==> src/rtl/ptw_pkg.sv <==
package ptw_pkg;
  typedef enum logic [2:0] {
    ST_IDLE, ST_L1_REQ, ST_L1_WAIT, ST_L2_REQ, ST_L2_WAIT, ST_DONE, ST_FAULT
  } walk_state_e;

  typedef enum logic [1:0] {PTE_INVALID, PTE_LINK, PTE_LEAF} pte_kind_e;

  localparam int unsigned PTE_V_BIT    = 0;
  localparam int unsigned PTE_PERM_LSB = 1;
  localparam int unsigned PTE_PERM_W   = 4;
  localparam int unsigned PTE_PPN_LSB  = 10;
endpackage

==> src/rtl/ptw_pte_decode.sv <==
module ptw_pte_decode
  import ptw_pkg::*;
#(
  parameter int unsigned PTE_W = 32,
  parameter int unsigned PPN_W = 22
) (
  input  logic [PTE_W-1:0]      pte_i,
  output pte_kind_e             kind_o,
  output logic [PPN_W-1:0]      ppn_o,
  output logic [PTE_PERM_W-1:0] perm_o
);
  logic [2:0] rwx;

  assign rwx    = pte_i[PTE_PERM_LSB +: 3];
  assign ppn_o  = pte_i[PTE_PPN_LSB +: PPN_W];
  assign perm_o = pte_i[PTE_PERM_LSB +: PTE_PERM_W];

  always_comb begin
    if (!pte_i[PTE_V_BIT])  kind_o = PTE_INVALID;
    else if (rwx == 3'b000) kind_o = PTE_LINK;
    else                    kind_o = PTE_LEAF;
  end
endmodule

==> src/rtl/ptw_addr_gen.sv <==
module ptw_addr_gen #(
  parameter int unsigned PPN_W = 22,
  parameter int unsigned IDX_W = 10,
  parameter int unsigned OFF_W = 12,
  localparam int unsigned PA_W = PPN_W + OFF_W
) (
  input  logic [PPN_W-1:0] base_ppn_i,
  input  logic [IDX_W-1:0] idx_i,
  output logic [PA_W-1:0]  addr_o
);
  // 4-byte entries: table base plus index scaled by 4
  assign addr_o = {base_ppn_i, {OFF_W{1'b0}}} + PA_W'({idx_i, 2'b00});
endmodule

==> src/rtl/ptw_ctrl.sv <==
module ptw_ctrl
  import ptw_pkg::*;
(
  input  logic        clk_i,
  input  logic        rst_ni,
  input  logic        start_i,
  input  logic        req_ready_i,
  input  logic        rsp_valid_i,
  input  pte_kind_e   kind_i,
  output walk_state_e state_o
);
  walk_state_e state_q, state_d;

  always_comb begin
    state_d = state_q;
    unique case (state_q)
      ST_IDLE:    if (start_i) state_d = ST_L1_REQ;
      ST_L1_REQ:  if (req_ready_i) state_d = ST_L1_WAIT;
      ST_L1_WAIT: if (rsp_valid_i) state_d = (kind_i == PTE_LINK) ? ST_L2_REQ : ST_FAULT;
      ST_L2_REQ:  if (req_ready_i) state_d = ST_L2_WAIT;
      ST_L2_WAIT: if (rsp_valid_i) state_d = (kind_i == PTE_LEAF) ? ST_DONE : ST_FAULT;
      ST_DONE:    state_d = ST_IDLE;
      ST_FAULT:   state_d = ST_IDLE;
      default:    state_d = ST_IDLE;
    endcase
  end

  always_ff @(posedge clk_i or negedge rst_ni) begin
    if (!rst_ni) state_q <= ST_IDLE;
    else         state_q <= state_d;
  end

  assign state_o = state_q;

  // a non-link first-level entry never leads to a second fetch
  assert_l1_fault_R5: assert property (@(posedge clk_i) disable iff (!rst_ni)
    (state_q == ST_L1_WAIT && rsp_valid_i && kind_i != PTE_LINK) |=> state_q == ST_FAULT);

  assert_l2_leaf_done_R4: assert property (@(posedge clk_i) disable iff (!rst_ni)
    (state_q == ST_L2_WAIT && rsp_valid_i && kind_i == PTE_LEAF) |=> state_q == ST_DONE);

  assert_l2_bad_fault_R7: assert property (@(posedge clk_i) disable iff (!rst_ni)
    (state_q == ST_L2_WAIT && rsp_valid_i && kind_i != PTE_LEAF) |=> state_q == ST_FAULT);
endmodule

==> src/rtl/ptw_walker.sv <==
module ptw_walker
  import ptw_pkg::*;
#(
  parameter int unsigned IDX_W = 10,
  parameter int unsigned OFF_W = 12,
  parameter int unsigned PPN_W = 22,
  parameter int unsigned PTE_W = 32,
  localparam int unsigned LEVELS = 2,
  localparam int unsigned VA_W   = LEVELS * IDX_W + OFF_W,
  localparam int unsigned VPN_W  = VA_W - OFF_W,
  localparam int unsigned PA_W   = PPN_W + OFF_W
) (
  input  logic                  clk_i,
  input  logic                  rst_ni,
  input  logic [PPN_W-1:0]      root_ppn_i,
  input  logic                  walk_start_i,
  input  logic [VA_W-1:0]       walk_va_i,
  output logic                  walk_busy_o,
  output logic                  walk_done_o,
  output logic                  walk_fault_o,
  output logic [VPN_W-1:0]      refill_vpn_o,
  output logic [PPN_W-1:0]      refill_ppn_o,
  output logic [PTE_PERM_W-1:0] refill_perm_o,
  output logic                  req_valid_o,
  input  logic                  req_ready_i,
  output logic [PA_W-1:0]       req_addr_o,
  input  logic                  rsp_valid_i,
  input  logic [PTE_W-1:0]      rsp_data_i
);
  walk_state_e           state;
  pte_kind_e             kind;
  logic [PPN_W-1:0]      pte_ppn;
  logic [PTE_PERM_W-1:0] pte_perm;
  logic [VPN_W-1:0]      vpn_q;
  logic [PPN_W-1:0]      l2_base_q;
  logic [PPN_W-1:0]      ppn_q;
  logic [PTE_PERM_W-1:0] perm_q;
  logic [PPN_W-1:0]      lvl_base [LEVELS];
  logic [PA_W-1:0]       lvl_addr [LEVELS];

  ptw_ctrl u_ctrl (
    .clk_i       (clk_i),
    .rst_ni      (rst_ni),
    .start_i     (walk_start_i),
    .req_ready_i (req_ready_i),
    .rsp_valid_i (rsp_valid_i),
    .kind_i      (kind),
    .state_o     (state)
  );

  ptw_pte_decode #(.PTE_W(PTE_W), .PPN_W(PPN_W)) u_dec (
    .pte_i  (rsp_data_i),
    .kind_o (kind),
    .ppn_o  (pte_ppn),
    .perm_o (pte_perm)
  );

  assign lvl_base[0] = root_ppn_i;
  assign lvl_base[1] = l2_base_q;

  for (genvar l = 0; l < LEVELS; l++) begin : g_lvl
    ptw_addr_gen #(.PPN_W(PPN_W), .IDX_W(IDX_W), .OFF_W(OFF_W)) u_ag (
      .base_ppn_i (lvl_base[l]),
      .idx_i      (vpn_q[VPN_W-1-l*IDX_W -: IDX_W]),
      .addr_o     (lvl_addr[l])
    );
  end

  always_ff @(posedge clk_i or negedge rst_ni) begin
    if (!rst_ni) begin
      vpn_q     <= '0;
      l2_base_q <= '0;
      ppn_q     <= '0;
      perm_q    <= '0;
    end else begin
      if (state == ST_IDLE && walk_start_i)
        vpn_q <= walk_va_i[VA_W-1:OFF_W];
      if (state == ST_L1_WAIT && rsp_valid_i && kind == PTE_LINK)
        l2_base_q <= pte_ppn;
      if (state == ST_L2_WAIT && rsp_valid_i && kind == PTE_LEAF) begin
        ppn_q  <= pte_ppn;
        perm_q <= pte_perm;
      end
    end
  end

  assign req_valid_o   = (state == ST_L1_REQ) || (state == ST_L2_REQ);
  assign req_addr_o    = (state == ST_L2_REQ) ? lvl_addr[1] : lvl_addr[0];
  assign walk_busy_o   = (state != ST_IDLE);
  assign walk_done_o   = (state == ST_DONE);
  assign walk_fault_o  = (state == ST_FAULT);
  assign refill_vpn_o  = vpn_q;
  assign refill_ppn_o  = ppn_q;
  assign refill_perm_o = perm_q;

  assert_idle_quiet_R1: assert property (@(posedge clk_i) disable iff (!rst_ni)
    !walk_busy_o |-> (!req_valid_o && !walk_done_o && !walk_fault_o));

  assert_req_hold_R8: assert property (@(posedge clk_i) disable iff (!rst_ni)
    (req_valid_o && !req_ready_i) |=> (req_valid_o && $stable(req_addr_o)));

  assert_start_ignored_R9: assert property (@(posedge clk_i) disable iff (!rst_ni)
    (walk_busy_o && walk_start_i) |=> $stable(refill_vpn_o));

  assert_one_result_R10: assert property (@(posedge clk_i) disable iff (!rst_ni)
    $onehot0({walk_done_o, walk_fault_o}));

  assert_result_pulse_R10: assert property (@(posedge clk_i) disable iff (!rst_ni)
    (walk_done_o || walk_fault_o) |=> (!walk_busy_o && !walk_done_o && !walk_fault_o));
endmodule

==> config.mk <==
export PLATFORM = sky130hd
export DESIGN_NAME = ptw_walker
export DESIGN_NICKNAME = d
export VERILOG_FILES = /design/src/rtl/ptw_pkg.sv /design/src/rtl/ptw_pte_decode.sv /design/src/rtl/ptw_addr_gen.sv /design/src/rtl/ptw_ctrl.sv /design/src/rtl/ptw_walker.sv
export SDC_FILE = /design/constraint.sdc
export NUM_CORES = 1
export LEC_CHECK = 0
export ABC_AREA = 1
export BUFFER_PORTS_ARGS = -buffer_cell sky130_fd_sc_hd__buf_2
export CORE_MARGIN = 1.5
export CORE_UTILIZATION = 49
export CTS_CLUSTER_SIZE = 40
export DETAILED_ROUTE_END_ITERATION = 6
export PLACE_DENSITY = 0.83
export SLEW_MARGIN = 30
export SYNTH_ARGS = -nofsm -noshare
export SYNTH_HDL_FRONTEND = slang
export SYNTH_SLANG_ARGS = --single-unit
==> constraint.sdc <==
create_clock -name clk_i -period 3.8 [get_ports clk_i]
set_input_delay 0.76 -clock clk_i [delete_from_list [all_inputs] [get_ports clk_i]]
set_output_delay 0.76 -clock clk_i [all_outputs]
set_load 0.01 [all_outputs]
Word level (Yosys, flattened, before mapping)
Index checks and enable logic that the tools add are counted.

Multiplexer cells: 11. $add $sub $neg: 2. Eq/ne operators: 13. Reduce and logical (&&, ||, !) cells: 10.

Operators by type and width (count): adder 34 x 12 -> 34 bit (2); two-way mux 34 bit (1); two-way mux 3 bit (6); case mux 3 bit (5 select lines) (1); != test 2 bit, second input constant (5); == test 3 bit, second input constant (3); == test 3 x 2 -> 1 bit, second input constant (2); zero test 3 bit (2); two-way mux 2 bit (3); logical AND 1 bit (5); AND reduction 5 bit (1); == test 3 x 1 -> 1 bit, second input constant (1); nonzero test 3 bit (1); == test 2 x 1 -> 1 bit, second input constant (1); == test 2 bit, second input constant (1); logical OR 1 bit (1).

Output and inout bits: 84. Logic and storage cells: 41. Flip-flop bits (word level): 71. Bits of input ports: 91.

Longest topological paths before layout
Gate-level depths: netlist (run 1).

Word-level depth: 7. Gate-level depth with buffers: 9. Mapped depth without buffers: 8.

Modules after synthesis
A second synthesis (run 1) with hierarchy kept.

Cell total of the unflattened synthesis: 566. Area total of the unflattened synthesis: 4247.8 um2.

Modules (own cells, without submodules): ptw_walker (seq. area each 1701.6 um2, cells each 424, area an instance 3274.4 um2, times used 1); ptw_addr_gen (seq. area each 0.0 um2, cells each 35, area an instance 259.0 um2, times used 2); ptw_ctrl (seq. area each 75.1 um2, cells each 40, area an instance 234.0 um2, times used 1); ptw_pte_decode (seq. area each 0.0 um2, cells each 32, area an instance 221.5 um2, times used 1).

Least setup slack after synthesis (run 1)
Ideal clock, no wire load.

Path type: flip-flop to output port. From: register u_ctrl.state_q[2], in the netlist u_ctrl.state_o[2]. To: output req_addr_o[10]. Cell stages (with the launch flop): 5. Path buffers: 1. Setup slack: 1853 ps. Data required time: 3040 ps. Arrival: 1187 ps. Path through: dfrtp_1 -> nor2_2 -> nand2_2 -> buf_6 -> mux2_2.

Word-level cells in the longest chain between the ends: 2.

Ends and longest elaborated chain: from (decl) (line ptw_ctrl.sv:12) `walk_state_e state_q, state_d;`; from (signal assigned) (line ptw_ctrl.sv:30) `else state_q <= state_d;`; == test 3 x 2 -> 1 bit (line ptw_walker.sv:88) `assign req_addr_o = (state == ST_L2_REQ) ? lvl_addr[1] : lvl_addr[0];`; two-way mux 34 bit (line ptw_walker.sv:88); to (decl) (line ptw_walker.sv:26) `output logic [PA_W-1:0] req_addr_o,`.

Every way passes these cells.

Worst setup path in the final report (run 1)
From: register u_ctrl.state_q[0], in the netlist u_ctrl.state_o[0]. To: output req_addr_o[28].

The elaborated chain is that of the path after synthesis.

==> run_results.csv, run 1 <==
group,metric,value,unit
drt,wl_per_cell,13.1,um
logic_synthesis,synth_top_area_share,51.4,%
global_routing,track_usage,21.7,%
clock_network,htreeDepth,3,
floorplanning,floorplan.die_area,7570,um2
power_and_ir_drop,leakagePower,0.00254,uW
setup_path,crit_required,3040,ps
clock_network,hold_buffers,0,
sta,hold_viol,0,
sta,final-setup-viol-count,0,
sta,rsz0062_at_grt,"no",
job,cap_violations,0,
drt,drc,0,
floorplanning,core,6790,um2
logic_synthesis,ys_seq_elements,71,
logic_synthesis,syn_avg_cell_area,8.89,um2
global_routing,grt_pass1_vias,2781,
setup_path,crit_arrival,2090,ps
power_and_ir_drop,p_per_area,738,nW/um2
clock_network,clkTransAtPathRegs,70,ps
sta,worst_pin_slew,884,ps
drt,drtPass1Iterations,4,
setup_path,crit_type,"flop to output pin",
setup_path,cp-start-kind,"flop",
drt,antenna_left,0,
setup_path,worstSetupEndpointType,"output pin",
clock_network,cts_buffers,9,
setup_path,crit_path_cell_trace,"inv_2 > nor2_2 > nand2_2 > mux2_2 > buf_2",
logic_synthesis,synth_common_cells,"nand2_1, dfrtp_1, inv_1, o21ai_0, mux2_2",
sta,period_minus_slack,2850,ps
logic_synthesis,yosys-top-cells-area,"dfrtp_1, nand2_1, mux2_2, o21ai_0, inv_1",
clock_network,cts_setup_buffers,0,
run_status,status,"finished, final reports clean",
clock_network,clock_tree.root_cell,"clkbuf_8",
floorplanning,die_y,87.0,um
setup_path,slowest_stage,"nand2_2",
drt,avgViaCountPerCell,4.75,
floorplanning,boundaryPins,175,
clock_network,post_cts_resized,0,
place,dpl.hpwl,5950,um
sta,maxSlewViolCount,0,
logic_synthesis,synth_edf_count,0,
global_routing,grt_max_degree,45,
finish,fin_nets,618,
drt,drtIter0Drc,71,
global_routing,overflow,0,
clock_network,cts_sinks,71,
finish,drive_gt1_share,40.7,%
logic_synthesis,synth.largest_area_cell,"dfrtp_1",
logic_synthesis,syn_area,3460,um2
clock_network,insertion_delay,330,ps
floorplanning,die-width,87.0,um
floorplanning,placementRows,30,
logic_synthesis,synth_cell_type_count,24,
finish,syn2layout_area_growth,27.5,%
clock_network,cts_tree,"yes",
place,port_buffers,155,
global_routing,grt_pass1_wl,12700,um
logic_synthesis,seq_area_frac_synth,51.4,%
sta,fin_crit_sh,74.9,%
logic_synthesis,ys.flop_type,"dfrtp_1",
setup_path,critPathMaxFanout,33,
finish,fillers,578,
setup_path,critPathMaxStageDelay,610,ps
drt,via_count,2979,
power_and_ir_drop,max-vdd-ir-drop,0.332,mV
sta,max_slew_margin,40.7,%
floorplanning,initial_core_util,50.9,%
sta,max_freq,0.351,GHz
logic_synthesis,synth.most_common_cell,"nand2_1",
logic_synthesis,synth_cells,389,
sta,skew,6.23,ps
logic_synthesis,ys_warn_count,0,
logic_synthesis,async_reset_ff_share,100,%
place,gp_congestion,0.815,
finish,antenna_cells,0,
finish,fin_util,64.9,%
sta,fin_setup_tns,0,ps
clock_network,cts_buffer_depth,2,
min_path,hp-class,"input port to async pin",
drt,wl,8190,um
global_routing,antenna_found_initial,0,
where the power goes:
group          switching, uW  internal (uW)  leakage (uW)
registers                196           1070      0.000919
logic                    712            543       0.00151
clock network            280            452      0.000119
metrics by stage:
| stage | setup slack [ps] | cell area [um2] | hold slack [ps] | instances | power, uW |
|---|---|---|---|---|---|
| after floorplan | 1850 | 3460 | 455 | 390 | 2100 |
| after global placement | 1350 | 4160 | 468 | 612 | 2480 |
| after detailed placement | 1310 | 4170 | 479 | 612 | 2550 |
| after CTS | 936 | 4410 | 454 | 627 | 3280 |
| after global routing | 843 | 4410 | 484 | 627 | 3480 |
| final | 954 | 4410 | 442 | 627 | 3260 |
state kept, by name, indices dropped and copies added, names as in the netlist:
signal          cells
l2_base_q          22
refill_perm_o       4
u_ctrl.state_o      3
refill_ppn_o       22
refill_vpn_o       20
cells in the final DEF, fill, tap and decap left out, drive strengths merged:
cell      count
conb          2
bufinv        3
nand2       116
clkinvlp      1
dfrtp        71
nor3          1
mux2         32
a21oi         1
buf         157
clkinv        2
nor2          7
nand3b        1
nand3         8
inv          50
o21ai        69
clkbuf       10
kinds of logic (layout without fill, tap and decap cells):
| group | count (synthesis) | after routing | synth area share [%] |
|---|---|---|---|
| other cells | 1 | 2 | 0.108 |
| flops | 71 | 71 | 51.4 |
| compound gates | 70 | 70 | 10.1 |
| simple gates | 133 | 133 | 16.3 |
| buf+inv | 82 | 223 | 11.7 |
| mux | 32 | 32 | 10.4 |
final timing paths:
check / start / end / slack, ps / cells past startpoint
worst min-delay path: rst_ni / u_ctrl.state_o[1] / 440 / 1
worst max-delay path: u_ctrl.state_o[0] / req_addr_o[28] / 950 / 5
worst max register to register: u_ctrl.state_o[2] / l2_base_q[18] / 1800 / 6
worst min register to register: l2_base_q[16] / l2_base_q[16] / 490 / 2
min in group clk_i: l2_base_q[16] / l2_base_q[16] / 490 / 2
max in group asynchronous: rst_ni / l2_base_q[10] / 2570 / 2
layer usage:
metal | track usage [%] | vias to the layer above | wire length [um]
met1 | 25.6 | 1361 | 3440
met2 | 38.2 | 123 | 4040
met4 | 8.06 | 0 | 82
met5 | 0 | - | 0
met3 | 5.40 | 9 | 635
li1 | - | 1486 | -
worst max-delay path, delay by kind of cell, from the launching register on:
family                 cells  cell delay (ps)
multiplexers               1              410
flip-flops                 1              400
AND/OR/NAND/NOR            2              670
buffers and inverters      2              260
final cells by class:
class	count	area [um2]	area share, %
Tap cell	96	120	2.72
Sequential cell	71	1780	40.3
Timing Repair Buffer	157	791	17.9
Multi-Input combinational cell	237	1290	29.2
Clock buffer	10	138	3.12
Inverter	51	191	4.34
Clock inverter	5	106	2.41
(Power assumes the default switching activity.)
==> run 2: changes to the inputs <==
--- a/config.mk
+++ b/config.mk
@@ -8,10 +8,10 @@
 export ABC_AREA = 1
 export BUFFER_PORTS_ARGS = -buffer_cell sky130_fd_sc_hd__buf_2
 export CORE_MARGIN = 1.5
-export CORE_UTILIZATION = 49
+export CORE_UTILIZATION = 41
 export CTS_CLUSTER_SIZE = 40
 export DETAILED_ROUTE_END_ITERATION = 6
-export PLACE_DENSITY = 0.83
+export PLACE_DENSITY = 0.74
 export SLEW_MARGIN = 30
 export SYNTH_ARGS = -nofsm -noshare
 export SYNTH_HDL_FRONTEND = slang
==> constraint.sdc (replaced) <==
create_clock -name clk_i -period 2.3 [get_ports clk_i]
set_input_delay 0.46 -clock clk_i [delete_from_list [all_inputs] [get_ports clk_i]]
set_output_delay 0.46 -clock clk_i [all_outputs]
set_load 0.01 [all_outputs]
==> run 2 against run 1 <==
Against the previous run: count of clock-buffer cells in the layout is the same; critical path type unchanged; largest cell class unchanged; total power increased by 58%; clock skew is 6.0 ps higher; critical path depth is 1 higher.
==> run_results.csv, run 2 (same netlist as run 1, synthesis figures left out) <==
group,metric,value,unit
floorplanning,die_y,94.9,um
global_routing,track_usage,18.1,%
setup_path,crit_path_cell_trace,"inv_2 > nor2_2 > nand2_2 > buf_4 > mux2_2 > buf_2",
drt,wl_per_cell,12.6,um
clock_network,cts_buffer_depth,2,
place,dpl.hpwl,5860,um
drt,antenna_left,0,
clock_network,cts_tree,"yes",
job,cap_violations,0,
sta,fin_crit_sh,95.3,%
clock_network,clkTransAtPathRegs,80,ps
drt,avgViaCountPerCell,4.67,
setup_path,regToRegStartpoint,"u_ctrl.state_o[1]",
clock_network,clock_tree.root_cell,"clkbuf_8",
sta,period_minus_slack,2190,ps
clock_network,htreeDepth,3,
global_routing,grt_max_degree,72,
sta,max_slew_margin,57.3,%
floorplanning,floorplan.die_area,9000,um2
power_and_ir_drop,p_per_area,1170,nW/um2
floorplanning,boundaryPins,175,
setup_path,crit_arrival,1730,ps
setup_path,critPathLaunch,"u_ctrl.state_o[0]",
clock_network,hold_buffers,0,
floorplanning,core,8180,um2
power_and_ir_drop,max-vdd-ir-drop,0.465,mV
min_path,hp-class,"input port to async pin",
drt,drtPass1Iterations,4,
global_routing,overflow,0,
global_routing,grt_pass1_wl,12700,um
sta,rsz0062_at_grt,"no",
global_routing,grt_pass1_vias,2648,
sta,maxSlewViolCount,0,
clock_network,cts_setup_buffers,0,
floorplanning,placementRows,33,
drt,drc,0,
sta,hold_viol,0,
finish,antenna_cells,0,
sta,skew,12.2,ps
place,dp.cells,626,
clock_network,cts_sinks,71,
sta,worst_pin_slew,641,ps
sta,fin_setup_tns,0,ps
setup_path,critPathMaxFanout,17,
sta,holdWs,142,ps
finish,fillers,777,
drt,drtIter0Drc,93,
finish,layout_common_cells,"buf_2, nand2_1, dfrtp_1, inv_1, o21ai_0",
finish,syn2layout_area_growth,27.5,%
setup_path,cp-start-kind,"flop",
sta,max_freq,0.456,GHz
place,port_buffers,155,
place,gp_congestion,0.818,
finish,fin_cells,641,
setup_path,critPathMaxStageDelay,400,ps
finish,drive_gt1_share,41.0,%
finish,final_common_cell,"buf_2",
setup_path,crit_required,1840,ps
clock_network,cts_buffers,9,
setup_path,critPathBufInv,3,
clock_network,post_cts_resized,0,
setup_path,crit_type,"flop to output pin",
setup_path,slowest_stage,"dfrtp_1",
clock_network,insertion_delay,330,ps
setup_path,reg2reg_slack,740,ps
floorplanning,die-width,94.9,um
drt,via_count,2994,
run_status,status,"finished, final reports clean",
finish,fin_nets,623,
drt,wl,8100,um
setup_path,cp_top_family,"buffers and inverters",
setup_path,worstSetupEndpointType,"output pin",
global_routing,antenna_found_initial,0,
sta,final-setup-viol-count,0,
power_and_ir_drop,leakagePower,0.00254,uW
floorplanning,initial_core_util,42.3,%
==> run 2: changes by cell type in the layout (fill, tap and decap cells not counted), sizes merged <==
| cell | delta |
|---|---|
| buf | +5 |
| bufinv | -2 |
| clkinvlp | +1 |
| inv | +1 |
==> run 2: routing by layer <==
layer	track usage (%)	vias to the layer above	part of all wire (%)
li1	-	1501	-
met1	23.2	1380	44
met2	29.9	104	48
met3	4.91	9	7.2
met4	5.47	0	0.91
met5	0	-	0
==> run 2: report_power, final <==
part / switching (uW) / internal [uW]
clock network: 444 / 524
logic: 1160 / 916
registers: 325 / 1770
total: 1930 / 3210
==> run 2: layout make-up <==
class / instances / area (um2) / share of cell area [%]
clock buffer: 10 / 138 / 3.12
clock inverter: 5 / 58.8 / 1.33
inverter: 51 / 191 / 4.34
multi-input combinational: 237 / 1280 / 29.0
sequential: 71 / 1780 / 40.3
tap: 105 / 131 / 2.98
timing repair buffer: 162 / 835 / 18.9
==> run 2: metrics by stage <==
| stage | worst slack [ps] | area, um2 | util [%] | total power (uW) |
|---|---|---|---|---|
| after floorplan | 653 | 3460 | - | 3480 |
| after global placement | 478 | 4210 | 51.5 | 4140 |
| after detailed placement | 465 | 4210 | 51.5 | 4220 |
| after CTS | 95.7 | 4410 | 53.9 | 5210 |
| after global routing | 3.48 | 4410 | 54.0 | 5560 |
| final | 107 | 4410 | 54.0 | 5140 |
==> run 2: final timing paths <==
check                      depth (start not counted)                to
min                                                1  refill_ppn_o[15]
max reg2reg                                        7   refill_ppn_o[2]
min reg2reg                                        2  refill_ppn_o[18]
max                                                6    req_addr_o[10]
max in group asynchronous                          1      l2_base_q[2]
min in group clk_i                                 3  refill_perm_o[3]
==> run 2: worst reg2reg max path: stages (launching register included) <==
cell     delay [ps]
dfrtp_1         460
inv_2            90
nand2_2          60
nor2_4          120
nand3_4         170
nor2_8          390
nand2_1         110
nand2_1          90
==> run 3: changes to the inputs <==
--- a/config.mk
+++ b/config.mk
@@ -5,13 +5,12 @@
 export SDC_FILE = /design/constraint.sdc
 export NUM_CORES = 1
 export LEC_CHECK = 0
-export ABC_AREA = 1
-export BUFFER_PORTS_ARGS = -buffer_cell sky130_fd_sc_hd__buf_2
+export BUFFER_PORTS_ARGS = -buffer_cell sky130_fd_sc_hd__buf_4
 export CORE_MARGIN = 1.5
 export CORE_UTILIZATION = 41
 export CTS_CLUSTER_SIZE = 40
 export DETAILED_ROUTE_END_ITERATION = 6
-export PLACE_DENSITY = 0.74
+export PLACE_DENSITY = 0.75
 export SLEW_MARGIN = 30
 export SYNTH_ARGS = -nofsm -noshare
 export SYNTH_HDL_FRONTEND = slang
==> run 3 against run 2 <==
Against the previous run: non-clock buffer count rose by 2; sequential power barely moved; via count fell by 20%; highest routed layer unchanged; clock power rose by 24%; utilization rose by 7.6 points; global-route usage fell by 0.34 points; critical path depth fell by 1; register-to-register slack got worse by 160 ps; wire length fell by 6.1%; combinational power rose by 31%; maximum frequency rose by 1.2%.
==> run_results.csv, run 3 <==
group,metric,value,unit
drt,via_count,2389,
sta,worst_slack,133,ps
global_routing,track_usage,17.8,%
global_routing,antenna_found_initial,0,
finish,layout_common_cells,"buf_4, mux2_2, dfrtp_1, clkbuf_8, nor2b_1",
finish,syn2layout_area_growth,44.0,%
setup_path,crit_required,1840,ps
finish,fin_util,61.6,%
global_routing,grt_pass1_vias,2329,
sta,skew,6.11,ps
power_and_ir_drop,leakagePower,0.00238,uW
logic_synthesis,synth.most_common_cell,"mux2_2",
place,dpl_cell_area,4530,um2
logic_synthesis,synth_cells,232,
logic_synthesis,ys.flop_type,"dfrtp_1",
sta,rsz0062_at_grt,"no",
floorplanning,floorplan.die_area,8650,um2
power_and_ir_drop,p_per_area,1270,nW/um2
finish,fin_nets,474,
sta,hold_viol,0,
setup_path,worstSetupEndpointType,"output pin",
setup_path,crit_arrival,1710,ps
setup_path,critPathBufInv,2,
logic_synthesis,ys_warn_count,0,
logic_synthesis,syn_avg_cell_area,14.3,um2
clock_network,cts_tree,"yes",
place,dpl.hpwl,5570,um
sta,final-setup-viol-count,0,
logic_synthesis,synth_cell_type_count,30,
logic_synthesis,synth.largest_area_cell,"dfrtp_1",
clock_network,clock_tree.root_cell,"clkbuf_8",
place,gp_congestion,0.780,
floorplanning,core,7770,um2
clock_network,cts_buffer_depth,2,
setup_path,cp_top_family,"flip-flops",
logic_synthesis,synth_common_cells,"mux2_2, dfrtp_1, buf_4",
place,dp.cells,474,
logic_synthesis,synth_top_area_share,53.5,%
sta,fin_crit_sh,94.2,%
floorplanning,die-width,93.0,um
drt,drc,0,
sta,worst_pin_slew,643,ps
sta,max_slew_margin,57.1,%
sta,period_minus_slack,2170,ps
finish,antenna_cells,0,
setup_path,cp-start-kind,"flop",
drt,wl,7610,um
drt,drtIter0Drc,59,
drt,wl_per_cell,15.5,um
logic_synthesis,syn_area,3320,um2
setup_path,critPathMaxFanout,14,
floorplanning,die_y,93.0,um
finish,drive_gt1_share,73.7,%
global_routing,overflow,0,
setup_path,crit_type,"flop to output pin",
setup_path,critPathMaxStageDelay,380,ps
sta,maxSlewViolCount,0,
job,cap_violations,0,
clock_network,cts_setup_buffers,0,
floorplanning,boundaryPins,175,
global_routing,grt_pass1_wl,11700,um
logic_synthesis,async_reset_ff_share,100,%
clock_network,cts_buffers,9,
floorplanning,initial_core_util,42.8,%
place,port_buffers,155,
min_path,hp-class,"input port to async pin",
setup_path,slowest_stage,"dfrtp_1",
clock_network,cts_sinks,71,
setup_path,cp_common_cell,"buf_4",
drt,avgViaCountPerCell,4.88,
finish,final_common_cell,"buf_4",
run_status,status,"finished, final reports clean",
logic_synthesis,ys_seq_elements,71,
clock_network,clkTransAtPathRegs,70,ps
place,dpl_worst_slack,174,ps
drt,antenna_left,0,
sta,fin_setup_tns,0,ps
sta,max_freq,0.462,GHz
finish,fin_cells,490,
floorplanning,placementRows,32,
clock_network,insertion_delay,330,ps
logic_synthesis,seq_area_frac_synth,53.5,%
power_and_ir_drop,max-vdd-ir-drop,0.472,mV
logic_synthesis,yosys-top-cells-area,"dfrtp_1, mux2_2, buf_4, buf_2, nor2b_1",
clock_network,htreeDepth,3,
logic_synthesis,synth_edf_count,0,
drt,drtPass1Iterations,4,
global_routing,grt_max_degree,72,
setup_path,crit_path_cell_trace,"nor2b_1 > nand2_1 > buf_4 > mux2_2 > buf_4",
finish,stdcell_area,4780,um2
## run 3: changes by cell type in the layout (fill, tap and decap cells not counted), moves of 3 or more
cell | previous run | this run
and2_1 | 0 | 3
inv_2 | 4 | 0
mux2_2 | 32 | 101
buf_4 | 7 | 161
nand2_1 | 114 | 2
buf_2 | 154 | 0
inv_1 | 47 | 1
o21ai_0 | 47 | 0
o21ai_1 | 22 | 0
nor2b_1 | 0 | 4
nand3_1 | 6 | 0
## run 3: what timing repair did
| item | 4_1_cts | 5_1_grt |
|---|---|---|
| endpoints found under the setup margin | 0 | 7 |
| endpoints found under the hold margin | 0 | 0 |
| hold buffers | 0 | 0 |
| gates resized for setup | 0 | 1 |
## run 3: cell type report
| type | instances | area, um2 |
|---|---|---|
| Fill cell | 647 | 2980 |
| Sequential cell | 71 | 1780 |
| Multi-Input combinational cell | 136 | 1380 |
| Clock inverter | 6 | 108 |
| Tap cell | 102 | 128 |
| Clock buffer | 10 | 138 |
| Inverter | 1 | 3.75 |
| Timing Repair Buffer | 164 | 1250 |
## run 3: path summary, 6_finish.rpt
path                                   start               end  slack [ps]  depth (start not counted)
hold reg to reg                l2_base_q[15]     l2_base_q[15]         510                          1
setup reg to reg           u_ctrl.state_o[2]     l2_base_q[17]         580                          5
hold / removal                        rst_ni  refill_perm_o[0]         120                          1
min in group clk_i             walk_va_i[24]  refill_vpn_o[12]         350                          2
max in group asynchronous             rst_ni   refill_ppn_o[8]        1730                          1
setup / recovery           u_ctrl.state_o[1]    req_addr_o[30]         130                          5
## run 3: power by group
group / switching, uW / internal (uW)
combinational: 1090 / 1630
clock: 459 / 746
sequential: 326 / 1810
total: 1870 / 4190
## run 3: through the flow
stage	hold WS, ps	total power [uW]
6_report	121	6060
2_1_floorplan	164	3670
4_1_cts	274	6130
5_1_grt	167	6420
3_5_place_dp	493	4910
3_3_place_gp	485	4820
## run 3: per-layer routing
layer,vias to the layer above,routed length [um],GRT usage [%]
met5,-,0,0
met4,0,96,7.95
met3,5,506,3.98
met2,100,3800,29.4
met1,1164,3210,22.3
li1,1120,-,-
## run 3: cell families (layout without fill, tap and decap cells)
family                 count (synthesis)  count (layout)  share of synthesized area, %
DFF                                   71              71                          53.5
AOI/OAI and AO/OA                      8               8                          1.70
and+or+nand+nor                       25              25                          5.20
other                                  1               2                         0.113
muxes                                101             101                          34.3
buffers and inverters                 26             181                          5.24
